$ cat src/rtl/dmacsr_pkg.sv
package dmacsr_pkg;

    localparam int HALF = 16;

    typedef enum logic [1:0] {
        OP_WRITE = 2'd0,
        OP_SET   = 2'd1,
        OP_CLR   = 2'd2,
        OP_NONE  = 2'd3
    } wr_op_e;

    localparam int unsigned GCTRL_OFS = 32'h000;
    localparam int unsigned CMPL_OFS  = 32'h010;
    localparam int unsigned ERR_OFS   = 32'h020;
    localparam int unsigned CCTRL_OFS = 32'h030;
    localparam int unsigned NXT_BASE  = 32'h110;
    localparam int unsigned BUF_BASE  = 32'h130;
    localparam int unsigned SEM_BASE  = 32'h140;
    localparam int unsigned CH_STRIDE = 32'h070;

    localparam int BIT_BURST  = 28;
    localparam int BIT_BURST8 = 29;

endpackage

$ cat src/rtl/dmacsr_decode.sv
module dmacsr_decode
    import dmacsr_pkg::*;
#(
    parameter int NUM_CH = 16,
    parameter int ADDR_W = 12
) (
    input  logic [ADDR_W-1:0] addr,
    output wr_op_e            op,
    output logic              hit_gctrl,
    output logic              hit_cmpl,
    output logic              hit_err,
    output logic              hit_cctrl,
    output logic [NUM_CH-1:0] hit_nxt,
    output logic [NUM_CH-1:0] hit_buf,
    output logic [NUM_CH-1:0] hit_sem
);
    localparam int ROW_W = ADDR_W - 4;

    function automatic logic [ROW_W-1:0] row_of(input int unsigned a);
        return ROW_W'(a >> 4);
    endfunction

    logic [ROW_W-1:0] row;
    logic             ok;

    always_comb begin
        row       = addr[ADDR_W-1:4];
        ok        = (addr[1:0] == 2'b00) && (addr[3:2] != 2'b11);
        op        = ok ? wr_op_e'(addr[3:2]) : OP_NONE;
        hit_gctrl = ok && (row == row_of(GCTRL_OFS));
        hit_cmpl  = ok && (row == row_of(CMPL_OFS));
        hit_err   = ok && (row == row_of(ERR_OFS));
        hit_cctrl = ok && (row == row_of(CCTRL_OFS));
        for (int n = 0; n < NUM_CH; n++) begin
            hit_nxt[n] = ok && (row == row_of(NXT_BASE + n * CH_STRIDE));
            hit_buf[n] = ok && (row == row_of(BUF_BASE + n * CH_STRIDE));
            hit_sem[n] = ok && (row == row_of(SEM_BASE + n * CH_STRIDE));
        end
    end

endmodule

$ cat src/rtl/dmacsr_alias_reg.sv
module dmacsr_alias_reg
    import dmacsr_pkg::*;
#(
    parameter int           W   = 32,
    parameter logic [W-1:0] RST = '0
) (
    input  logic         clk,
    input  logic         rst_n,
    input  logic         wr_en,
    input  wr_op_e       op,
    input  logic [W-1:0] wdata,
    input  logic [W-1:0] evt_set,
    output logic [W-1:0] q
);
    typedef struct packed {
        logic [W-1:0] val;
    } st_t;

    st_t st_d, st_q;

    always_comb begin
        st_d = st_q;
        if (wr_en) begin
            unique case (op)
                OP_WRITE: st_d.val = wdata;
                OP_SET:   st_d.val = st_q.val | wdata;
                OP_CLR:   st_d.val = st_q.val & ~wdata;
                default:  st_d.val = st_q.val;
            endcase
        end
        st_d.val = st_d.val | evt_set;
    end

    always_ff @(posedge clk or negedge rst_n) begin
        if (!rst_n) st_q <= '{val: RST};
        else        st_q <= st_d;
    end

    assign q = st_q.val;


    set_merge_chk: assert property (@(posedge clk) disable iff (!rst_n)
        (wr_en && op == OP_SET) |=>
        ((st_q.val & $past(st_q.val | wdata)) == $past(st_q.val | wdata)));


    clr_drop_chk: assert property (@(posedge clk) disable iff (!rst_n)
        (wr_en && op == OP_CLR && evt_set == '0) |=>
        ((st_q.val & $past(wdata)) == '0));


    evt_wins_chk: assert property (@(posedge clk) disable iff (!rst_n)
        (evt_set != '0) |=> ((st_q.val & $past(evt_set)) == $past(evt_set)));


    idle_hold_chk: assert property (@(posedge clk) disable iff (!rst_n)
        (!wr_en && evt_set == '0) |=> $stable(st_q.val));

endmodule

$ cat src/rtl/dmacsr_irq_bank.sv
module dmacsr_irq_bank
    import dmacsr_pkg::*;
#(
    parameter int NUM_CH = 16
) (
    input  logic              clk,
    input  logic              rst_n,
    input  logic              wr_cmpl,
    input  logic              wr_err,
    input  wr_op_e            op,
    input  logic [31:0]       wdata,
    input  logic [NUM_CH-1:0] evt_done,
    input  logic [NUM_CH-1:0] evt_term,
    input  logic [NUM_CH-1:0] evt_buserr,
    output logic [31:0]       cmpl_q,
    output logic [31:0]       err_q,
    output logic [NUM_CH-1:0] irq
);
    logic [31:0] cmpl_evt;
    logic [31:0] err_evt;

    always_comb begin
        cmpl_evt                 = '0;
        cmpl_evt[NUM_CH-1:0]     = evt_done;
        err_evt                  = '0;
        err_evt[NUM_CH-1:0]      = evt_term | evt_buserr;
        err_evt[HALF +: NUM_CH]  = evt_buserr;
    end

    dmacsr_alias_reg #(.W(32), .RST('0)) u_cmpl (
        .clk     (clk),
        .rst_n   (rst_n),
        .wr_en   (wr_cmpl),
        .op      (op),
        .wdata   (wdata),
        .evt_set (cmpl_evt),
        .q       (cmpl_q)
    );

    dmacsr_alias_reg #(.W(32), .RST('0)) u_err (
        .clk     (clk),
        .rst_n   (rst_n),
        .wr_en   (wr_err),
        .op      (op),
        .wdata   (wdata),
        .evt_set (err_evt),
        .q       (err_q)
    );

    always_comb begin
        irq = (cmpl_q[NUM_CH-1:0] & cmpl_q[HALF +: NUM_CH]) | err_q[NUM_CH-1:0];
    end


    fault_irq_chk: assert property (@(posedge clk) disable iff (!rst_n)
        ((evt_term | evt_buserr) != '0) |=>
        ((irq & $past(evt_term | evt_buserr)) == $past(evt_term | evt_buserr)));


    done_flag_chk: assert property (@(posedge clk) disable iff (!rst_n)
        (evt_done != '0) |=>
        ((cmpl_q[NUM_CH-1:0] & $past(evt_done)) == $past(evt_done)));

endmodule

$ cat src/rtl/dmacsr_bank.sv
module dmacsr_bank
    import dmacsr_pkg::*;
#(
    parameter int NUM_CH = 16,
    parameter int ADDR_W = 12,
    parameter int SEMA_W = 8
) (
    input  logic                     clk,
    input  logic                     rst_n,
    input  logic                     bus_sel,
    input  logic                     bus_wr,
    input  logic [ADDR_W-1:0]        bus_addr,
    input  logic [31:0]              bus_wdata,
    output logic [31:0]              bus_rdata,
    input  logic [NUM_CH-1:0]        evt_done_i,
    input  logic [NUM_CH-1:0]        evt_term_i,
    input  logic [NUM_CH-1:0]        evt_buserr_i,
    output logic [NUM_CH-1:0]        irq_o,
    output logic                     burst_en_o,
    output logic                     burst8_en_o,
    output logic [NUM_CH-1:0]        chan_freeze_o,
    output logic [NUM_CH-1:0]        chan_rst_o,
    output logic [NUM_CH*32-1:0]     next_cmd_o,
    output logic [NUM_CH*32-1:0]     buf_addr_o,
    output logic [NUM_CH*SEMA_W-1:0] sema_o
);
    typedef struct packed {
        logic [NUM_CH-1:0] rst;
    } top_st_t;

    top_st_t top_d, top_q;

    wr_op_e            op;
    logic              hit_gctrl, hit_cmpl, hit_err, hit_cctrl;
    logic [NUM_CH-1:0] hit_nxt, hit_buf, hit_sem;
    logic              wr_stb;
    logic [1:0]        gctrl_q;
    logic [31:0]       cmpl_q, err_q;

    assign wr_stb = bus_sel & bus_wr;

    dmacsr_decode #(.NUM_CH(NUM_CH), .ADDR_W(ADDR_W)) u_dec (
        .addr      (bus_addr),
        .op        (op),
        .hit_gctrl (hit_gctrl),
        .hit_cmpl  (hit_cmpl),
        .hit_err   (hit_err),
        .hit_cctrl (hit_cctrl),
        .hit_nxt   (hit_nxt),
        .hit_buf   (hit_buf),
        .hit_sem   (hit_sem)
    );

    dmacsr_alias_reg #(.W(2), .RST('0)) u_gctrl (
        .clk     (clk),
        .rst_n   (rst_n),
        .wr_en   (wr_stb & hit_gctrl),
        .op      (op),
        .wdata   ({bus_wdata[BIT_BURST8], bus_wdata[BIT_BURST]}),
        .evt_set (2'b00),
        .q       (gctrl_q)
    );

    assign burst_en_o  = gctrl_q[0];
    assign burst8_en_o = gctrl_q[1];

    dmacsr_alias_reg #(.W(NUM_CH), .RST('0)) u_freeze (
        .clk     (clk),
        .rst_n   (rst_n),
        .wr_en   (wr_stb & hit_cctrl),
        .op      (op),
        .wdata   (bus_wdata[NUM_CH-1:0]),
        .evt_set ({NUM_CH{1'b0}}),
        .q       (chan_freeze_o)
    );

    dmacsr_irq_bank #(.NUM_CH(NUM_CH)) u_irq (
        .clk        (clk),
        .rst_n      (rst_n),
        .wr_cmpl    (wr_stb & hit_cmpl),
        .wr_err     (wr_stb & hit_err),
        .op         (op),
        .wdata      (bus_wdata),
        .evt_done   (evt_done_i),
        .evt_term   (evt_term_i),
        .evt_buserr (evt_buserr_i),
        .cmpl_q     (cmpl_q),
        .err_q      (err_q),
        .irq        (irq_o)
    );

    for (genvar n = 0; n < NUM_CH; n++) begin : g_ch
        dmacsr_alias_reg #(.W(32), .RST('0)) u_nxt (
            .clk     (clk),
            .rst_n   (rst_n),
            .wr_en   (wr_stb & hit_nxt[n]),
            .op      (op),
            .wdata   (bus_wdata),
            .evt_set (32'h0),
            .q       (next_cmd_o[n*32 +: 32])
        );
        dmacsr_alias_reg #(.W(32), .RST('0)) u_buf (
            .clk     (clk),
            .rst_n   (rst_n),
            .wr_en   (wr_stb & hit_buf[n]),
            .op      (op),
            .wdata   (bus_wdata),
            .evt_set (32'h0),
            .q       (buf_addr_o[n*32 +: 32])
        );
        dmacsr_alias_reg #(.W(SEMA_W), .RST('0)) u_sem (
            .clk     (clk),
            .rst_n   (rst_n),
            .wr_en   (wr_stb & hit_sem[n]),
            .op      (op),
            .wdata   (bus_wdata[SEMA_W-1:0]),
            .evt_set ({SEMA_W{1'b0}}),
            .q       (sema_o[n*SEMA_W +: SEMA_W])
        );
    end

    // Channel reset pulses: stored for one cycle only.
    always_comb begin
        top_d.rst = '0;
        if (wr_stb && hit_cctrl && (op == OP_WRITE || op == OP_SET)) begin
            top_d.rst = bus_wdata[HALF +: NUM_CH];
        end
    end

    always_ff @(posedge clk or negedge rst_n) begin
        if (!rst_n) top_q <= '0;
        else        top_q <= top_d;
    end

    assign chan_rst_o = top_q.rst;

    // Read mux: all three aliases return the base register.
    always_comb begin
        bus_rdata = '0;
        if (bus_sel && !bus_wr) begin
            if (hit_gctrl) begin
                bus_rdata[BIT_BURST]  = gctrl_q[0];
                bus_rdata[BIT_BURST8] = gctrl_q[1];
            end
            if (hit_cmpl)  bus_rdata = bus_rdata | cmpl_q;
            if (hit_err)   bus_rdata = bus_rdata | err_q;
            if (hit_cctrl) bus_rdata[NUM_CH-1:0] = chan_freeze_o;
            for (int n = 0; n < NUM_CH; n++) begin
                if (hit_nxt[n]) bus_rdata = bus_rdata | next_cmd_o[n*32 +: 32];
                if (hit_buf[n]) bus_rdata = bus_rdata | buf_addr_o[n*32 +: 32];
                if (hit_sem[n]) bus_rdata[SEMA_W-1:0] = sema_o[n*SEMA_W +: SEMA_W];
            end
        end
    end


    rst_needs_write_chk: assert property (@(posedge clk) disable iff (!rst_n)
        (chan_rst_o != '0) |-> $past(bus_sel && bus_wr));


    rst_not_on_clear_chk: assert property (@(posedge clk) disable iff (!rst_n)
        (bus_sel && bus_wr && hit_cctrl && op == OP_CLR) |=> (chan_rst_o == '0));

endmodule

$ cat config.mk
export PLATFORM = sky130hd
export DESIGN_NAME = dmacsr_bank
export DESIGN_NICKNAME = d
export VERILOG_FILES = /design/src/rtl/dmacsr_pkg.sv /design/src/rtl/dmacsr_decode.sv /design/src/rtl/dmacsr_alias_reg.sv /design/src/rtl/dmacsr_irq_bank.sv /design/src/rtl/dmacsr_bank.sv
export SDC_FILE = /design/constraint.sdc
export NUM_CORES = 2
export LEC_CHECK = 0
export BUFFER_PORTS_ARGS = -buffer_cell sky130_fd_sc_hd__buf_2
export CAP_MARGIN = 20
export CORE_AREA = 10 10 511 513
export CTS_CLUSTER_DIAMETER = 40
export DETAILED_ROUTE_END_ITERATION = 12
export DIE_AREA = 0 0 521 523
export MAX_ROUTING_LAYER = met4
export PLACE_DENSITY = 0.37
export SYNTH_ARGS = -nofsm -noshare
export SYNTH_HDL_FRONTEND = slang
export SYNTH_SLANG_ARGS = --single-unit
$ cat constraint.sdc
create_clock -name clk -period 2.4 [get_ports clk]
set_input_delay 0.12 -clock clk [delete_from_list [all_inputs] [get_ports clk]]
set_output_delay 0.12 -clock clk [all_outputs]
set_load 0.03 [all_outputs]
Word-level counts from Yosys, hierarchy flattened
Cells that the tools add are included.
{ "word_totals": {"regBits": 1250, "out_inout_bits": 1234, "word_cells": 578} }
{ "classes": {"eq_ne": 54, "n_mux": 159, "n_bitwise": 200, "n_reduce_logical": 112} }
{ "ops": {"columns": ["operator", "n"], "rows": [
  ["$pmux 32 s3", 34],
  ["$mux 32", 70],
  ["$or 32x32->32", 68],
  ["$and 32x32->32", 34],
  ["$pmux 8 s3", 16],
  ["$mux 8", 31],
  ["$eq 8x7->1 const B", 27],
  ["$and 8x8->8", 16],
  ["$or 8x8->8", 16],
  ["$eq 8x6->1 const B", 14],
  ["$reduce_and 2->1", 50],
  ["$eq 8x5->1 const B", 7],
  ["$logic_and 1x1->1", 56],
  ["$and 1x1->1", 53],
  ["$mux 16", 3],
  ["$or 16x16->16", 3],
  ["$pmux 16 s3", 1],
  ["$and 16x16->16", 2],
  ["$not 32->32", 1],
  ["$or 30x32->32", 1],
  ["$or 32x16->32", 1],
  ["$eq 8x2->1 const B", 2],
  ["$not 16->16", 1],
  ["$eq 8x1->1 const B", 1],
  ["14 further kinds", 17]
]} }

Longest topological paths before layout
{ "logic_depth": {"depth_word": 140, "depth_mapped": 12, "ltp_nobuf": 9} }

By module
From an unflattened synthesis, not the netlist that was laid out.
{ "hier_totals": {"hier_cells": 5541, "area_unflattened_um2": 63464.6} }
{ "modules_own_cells": {"columns": ["module", "n_inst", "cells_per_inst", "area_per_inst_um2", "seq_area_each_um2"], "rows": [
  ["dmacsr_alias_reg (g_ch[0].u_buf ...)", 34, 109, 1397.6, 800.8],
  ["dmacsr_bank", 1, 1198, 8351.8, 400.4],
  ["dmacsr_alias_reg (g_ch[0].u_sem ...)", 16, 28, 359.1, 200.2],
  ["dmacsr_decode", 1, 92, 810.8, 0.0],
  ["dmacsr_alias_reg (u_freeze)", 1, 55, 706.9, 400.4],
  ["dmacsr_irq_bank", 1, 33, 224.0, 0.0],
  ["dmacsr_alias_reg (u_gctrl)", 1, 9, 107.6, 50.0]
]} }

Worst setup path after synthesis
No wires, ideal clock.
{ "synth_path": {"path_kind": "in2out", "from": "input bus_addr[5]", "to": "output bus_rdata[22]", "arrival_ps": 2495, "required_time_ps": 2280, "setup_slack_ps": -215, "cell_stages": 10, "cell_sequence": "buf_2 > or4b_2 > buf_2 > nor3_2 > buf_2 > buf_2 > a22oi_1 > nand3_1 > a21oi_1 > a31oi_1"} }
{ "synth_via": {"elab_chain_cells": 103, "word_cells_on_any_way": 169, "classes_between": "34 x eq/ne; 68 x mux; 33 x bitwise; 34 x reduce/logical"} }
{ "synth_rtl": {"columns": ["item", "line", "text"], "rows": [
  ["start, declared", "dmacsr_bank.sv:12", "input logic [ADDR_W-1:0] bus_addr,"],
  ["$eq 8x1->1", "dmacsr_decode.sv:31", "hit_cmpl = ok && (row == row_of(CMPL_OFS));"],
  ["$logic_and 1x1->1", "dmacsr_decode.sv:31", null],
  ["$mux 32", "dmacsr_bank.sv:145", "if (hit_cmpl) bus_rdata = bus_rdata | cmpl_q;"],
  ["$mux 32", "dmacsr_bank.sv:140", "if (bus_sel && !bus_wr) begin"],
  ["$or 32x32->32", "dmacsr_bank.sv:146", "if (hit_err) bus_rdata = bus_rdata | err_q;"],
  ["$mux 32", "dmacsr_bank.sv:146", null],
  ["$mux 32", "dmacsr_bank.sv:140", null],
  ["$or 32x32->32", "dmacsr_bank.sv:149", "if (hit_nxt[n]) bus_rdata = bus_rdata | next_cmd_o[n*32 +: 32];"],
  ["(+87 left out)", null, null],
  ["$mux 32", "dmacsr_bank.sv:150", "if (hit_buf[n]) bus_rdata = bus_rdata | buf_addr_o[n*32 +: 32];"],
  ["$mux 32", "dmacsr_bank.sv:140", null],
  ["$or 32x32->32", "dmacsr_bank.sv:149", null],
  ["$mux 32", "dmacsr_bank.sv:149", null],
  ["$mux 32", "dmacsr_bank.sv:140", null],
  ["$or 32x32->32", "dmacsr_bank.sv:150", null],
  ["$mux 32 *", "dmacsr_bank.sv:150", null],
  ["$mux 32 *", "dmacsr_bank.sv:140", null],
  ["end, declared", "dmacsr_bank.sv:14", "output logic [31:0] bus_rdata,"]
]} }
Mark *: on every way between the ends. The rest lies on a longest branch, timed or not. The select of a mux whose other input is x is not followed.

Worst setup path in the final report
{ "layout_path": {"from": "register g_ch[0].u_nxt.st_q (netlist bit g_ch[0].u_nxt.q[8])", "to": "output bus_rdata[8]"} }
{ "layout_via": {"elab_chain_cells": 96} }
{ "layout_rtl": {"columns": ["item", "line", "text"], "rows": [
  ["start, declared", "dmacsr_alias_reg.sv:19", "st_t st_d, st_q;"],
  ["start signal, assigned", "dmacsr_alias_reg.sv:35", "if (!rst_n) st_q <= '{val: RST};"],
  ["start signal, assigned", "dmacsr_alias_reg.sv:36", "else st_q <= st_d;"],
  ["$or 32x32->32 *", "dmacsr_bank.sv:149", null],
  ["$mux 32 *", "dmacsr_bank.sv:149", null],
  ["$mux 32 *", "dmacsr_bank.sv:140", null],
  ["$or 32x32->32", "dmacsr_bank.sv:150", null],
  ["$mux 32 *", "dmacsr_bank.sv:150", null],
  ["$mux 32 *", "dmacsr_bank.sv:140", null],
  ["$or 32x32->32", "dmacsr_bank.sv:149", null],
  ["$mux 32 *", "dmacsr_bank.sv:149", null],
  ["(+80 left out)", null, null],
  ["$mux 32 *", "dmacsr_bank.sv:150", null],
  ["$mux 32 *", "dmacsr_bank.sv:140", null],
  ["$or 32x32->32", "dmacsr_bank.sv:149", null],
  ["$mux 32 *", "dmacsr_bank.sv:149", null],
  ["$mux 32 *", "dmacsr_bank.sv:140", null],
  ["$or 32x32->32", "dmacsr_bank.sv:150", null],
  ["$mux 32 *", "dmacsr_bank.sv:150", null],
  ["$mux 32 *", "dmacsr_bank.sv:140", null]
]} }
Marked as above.

==> impl_metrics.csv <==
group,metric,value,unit
setup_path,worstPathRequired,2.28,ns
die,dieWidth,521,µm
status,status,"complete, but fails checks",
setup_path,cp-start-kind,"flop",
routing,drt_iter0_drc,9140,
timing,fin_ws,-0.781,ns
setup_path,end_kind,"output pin",
timing,max_freq,0.314,GHz
timing,fin_crit_sh,1.33,
timing,drv_slew,0,
finish,nFillCells,25400,
routing,drc,0,
power,power.density,732,mW/mm²
power,clkPwrFrac,0.622,
cts,cts_htree_levels,5,
setup_path,r2r-start,"u_irq.u_cmpl.q[11]",
routing,first_pass_iters,6,
finish,syn2layout_area_growth,64.8,%
synth,synth_top_cell_by_area,"dfrtp_1",
die,start_util,0.222,
power,switchingPower,0.0166,W
setup_path,ff2ff_path_depth,4,
synth,ys_seq_area_frac,0.563,
synth,synth-async-reset-ratio,1.00,
timing,max-slew-margin-rel,0.446,
setup_path,endpoint,"bus_rdata[8]",
die,die_y,523,µm
setup_path,critical_path_arrival,3.06,ns
global_route,grt_pass1_vias,63400,
synth,synth_fp_nets,5739,
setup_path,worst_r2r_endpoint,"u_irq.u_cmpl.q[11]",
synth,synth_top_family_by_area,"compound AO/OA/AOI/OAI gates",
timing,clock_skew,0,ns
placed_design,place_congestion,0.996,
setup_path,crit_path_max_fanout,2,
power,p_int,0.0504,W
global_route,grt_pass1_wl,661000,µm
synth,synth_seq_cells,1250,
cts,clk_pin_slew_worst_paths,0.05,ns
routing,vias,66000,
synth,synth_edf_count,0,
setup_path,crit_start,"g_ch[0].u_nxt.q[8]",
die,die_area,0.272,mm²
synth,synth-main-ff-cell,"dfrtp_1",
power,p_sw_frac,0.248,
cts,cts_tree,"done",
global_route,overflow,0,
timing,rsz0062_at_grt,"true",
synth,syn-cell-area,0.0555,mm²
power,peakVddDrop,691,µV
synth,synthMuxAreaShare,0.00419,
cts,cts_buffers,299,
routing,routed_wl,517000,µm
global_route,grt_max_degree,88,
placed_design,dpl_cell_area,0.0767,mm²
timing,tns,-13.47,ns
timing,worst_pin_slew,0.831,ns
synth,synth_most_common_cell,"a21oi_1",
routing,post_drt_wl_per_cell,45.0,µm
run,cap_violations,0,
synth,syn_area_per_cell,9.85,µm²
setup_path,path_class,"flop to output pin",
status,violations,"negative setup slack",
routing,routed_via_density,5.74,
synth,synth_area_leaders,"dfrtp_1 (56%), a21oi_1 (23%), a22oi_1 (4.1%), clkbuf_1 (3.6%), a221oi_1 (1.7%)",
setup_path,ff2ff_setup_slack,0.81,ns
timing,fin_crit,3.18,ns
cts,cts-root-buf,"clkbuf_16",
finish,drive_above_1_share,0.421,
cts,clock_sinks,1250,
global_route,antenna_found_initial,47,
synth,synth-adder-area-share,0.000901,
synth,yosysTopAreaCellShare,0.563,
cts,cts_max_path_buffers,4,
synth,synthXorXnorAreaFrac,0,
global_route,grt_usage,0.372,
power,combPwrFrac,0.061,
min_path,hp-class,"input pin to flop",
power,seqPwrFrac,0.317,
synth,syn-instance-count,5639,
placed_design,io_buffers,1329,
finish,fin_nets,7993,
min_path,hold_start,"evt_buserr_i[15]",
synth,synthDistinctLibCells,70,
synth,yosys-top-cells-count,"a21oi_1 (2545), dfrtp_1 (1250), clkbuf_1 (536), a22oi_1 (302), a221oi_1 (107)",
cts,clock_latency,0.93,ns
routing,ant_nets,0,
placed_design,hpwlAfterDp,394000,µm
timing,setup_viol,32,
synth,synth_compound_area_frac,0.332,
timing,hold_viol,0,
finish,fin_area,0.0915,mm²
synth,synth-simple-area-share,0.0505,
synth,yosysWarnings,0,
die,io-pin-count,1330,
power,leakage,44.5,nW
die,rows,184,
die,core,0.250,mm²
-- cell usage in the layout, fill, tap and decap left out, types with 24 or more instances in the layout --
cell type / Yosys / routed
nor2_4: 1 / 24
dfrtp_2: 0 / 54
bufinv_16: 0 / 37
buf_12: 0 / 376
nand3_1: 52 / 41
a22oi_1: 302 / 259
nand2_1: 29 / 26
buf_6: 3 / 85
a21oi_1: 2545 / 2525
a21o_1: 32 / 31
a22o_1: 106 / 102
clkbuf_8: 0 / 41
buf_2: 93 / 1287
nor2_1: 54 / 29
clkbuf_1: 536 / 34
nand4_1: 55 / 55
a221oi_1: 107 / 61
dlygate4sd3_1: 0 / 105
nor3_4: 0 / 38
a221oi_2: 0 / 42
clkinv_2: 0 / 51
diode_2: 0 / 37
buf_4: 11 / 729
a22oi_2: 0 / 43
clkbuf_16: 0 / 303
or2_2: 29 / 29
dfrtp_1: 1250 / 1196
-- layout make-up --
class	count	area, µm²	area share
tap	3348	4190	0.0458
sequential	1250	31300	0.343
clock buffer	376	8220	0.0899
antenna	37	92.6	0.00101
multi-input combinational	3712	23800	0.260
inverter	23	88.8	0.000971
timing repair buffer	2607	21900	0.240
clock inverter	135	1820	0.0199
-- what timing repair did --
| item | 4_1_cts | 5_1_grt |
|---|---|---|
| hold buffers | 106 | 0 |
| resized for setup | 365 | 95 |
| buffers inserted | 145 | 45 |
| pin swaps | 133 | 87 |
| endpoints found under the hold margin | 2390 | 0 |
| gates cloned | 4 | 2 |
| setup endpoints to repair | 34 | 37 |
-- per-stage QoR --
stage | std cells | hold WS, ns | setup WS, ns | total power, W | utilization
after floorplan | 5639 | -0.176 | -0.0340 | 0.0228 | -
after global placement | 10700 | 0.195 | -1.11 | 0.0253 | 0.306
after detailed placement | 10700 | 0.188 | -1.04 | 0.0253 | 0.306
after CTS | 11400 | 0.000485 | -1.05 | 0.0671 | 0.362
after global routing | 11500 | 0.00617 | -0.883 | 0.0684 | 0.365
final | 11500 | 0.0445 | -0.781 | 0.0670 | 0.365
-- cells by family after synthesis --
group | after synthesis
multiplexers | 23
buffers and inverters | 677
adder cells (fa/ha/maj) | 4
AO/OA/AOI/OAI | 3265
flip-flops | 1250
AND/OR/NAND/NOR | 420
-- registers in the layout, summed over array words and instances, names as in the netlist --
register / count
g_ch.u_buf.q: 512
g_ch.u_nxt.q: 512
g_ch.u_sem.q: 128
u_irq.u_cmpl.q: 32
u_irq.u_err.q: 32
chan_rst_o: 16
u_freeze.q: 16
u_gctrl.q: 2
-- metal layers --
layer | part of all wire | track usage | up-vias | wire, µm
met2 | 0.45 | 0.565 | 4929 | 232000
met5 | 0 | - | - | 0
met3 | 0.10 | 0.112 | 1200 | 53600
met1 | 0.38 | 0.438 | 33900 | 196000
li1 | - | - | 26000 | -
met4 | 0.069 | 0.207 | 0 | 35700
-- critical path, stage by stage (launching register included) --
cell and delay [ns]:
dfrtp_2 0.45, a222oi_1 0.41, nor2_2 0.14, a221oi_2 0.21
nand3_1 0.15, a2111oi_4 0.23, buf_4 0.20, a31oi_4 0.13
buf_6 0.19
-- power by group through the flow --
stage | registers, W | clock network, W | logic [W]
floorplan | 0.0216 | 0 | 0.00115
global placement | 0.0215 | 0 | 0.00378
detailed placement | 0.0215 | 0 | 0.00377
CTS | 0.0212 | 0.0419 | 0.00400
global route | 0.0212 | 0.0430 | 0.00418
finish | 0.0212 | 0.0417 | 0.00408
-- worst min-delay path by stage --
stage | end | slack (ns) | cells past startpoint
floorplan | chan_rst_o[0] | -0.18 | 0
global placement | g_ch[14].u_nxt.q[1] | 0.19 | 1
detailed placement | g_ch[14].u_nxt.q[1] | 0.19 | 1
CTS | u_irq.u_cmpl.q[6] | 0.0005 | 3
global route | chan_rst_o[3] | 0.006 | 4
finish | u_irq.u_err.q[15] | 0.04 | 3
Power figures use the tool's default switching activity.
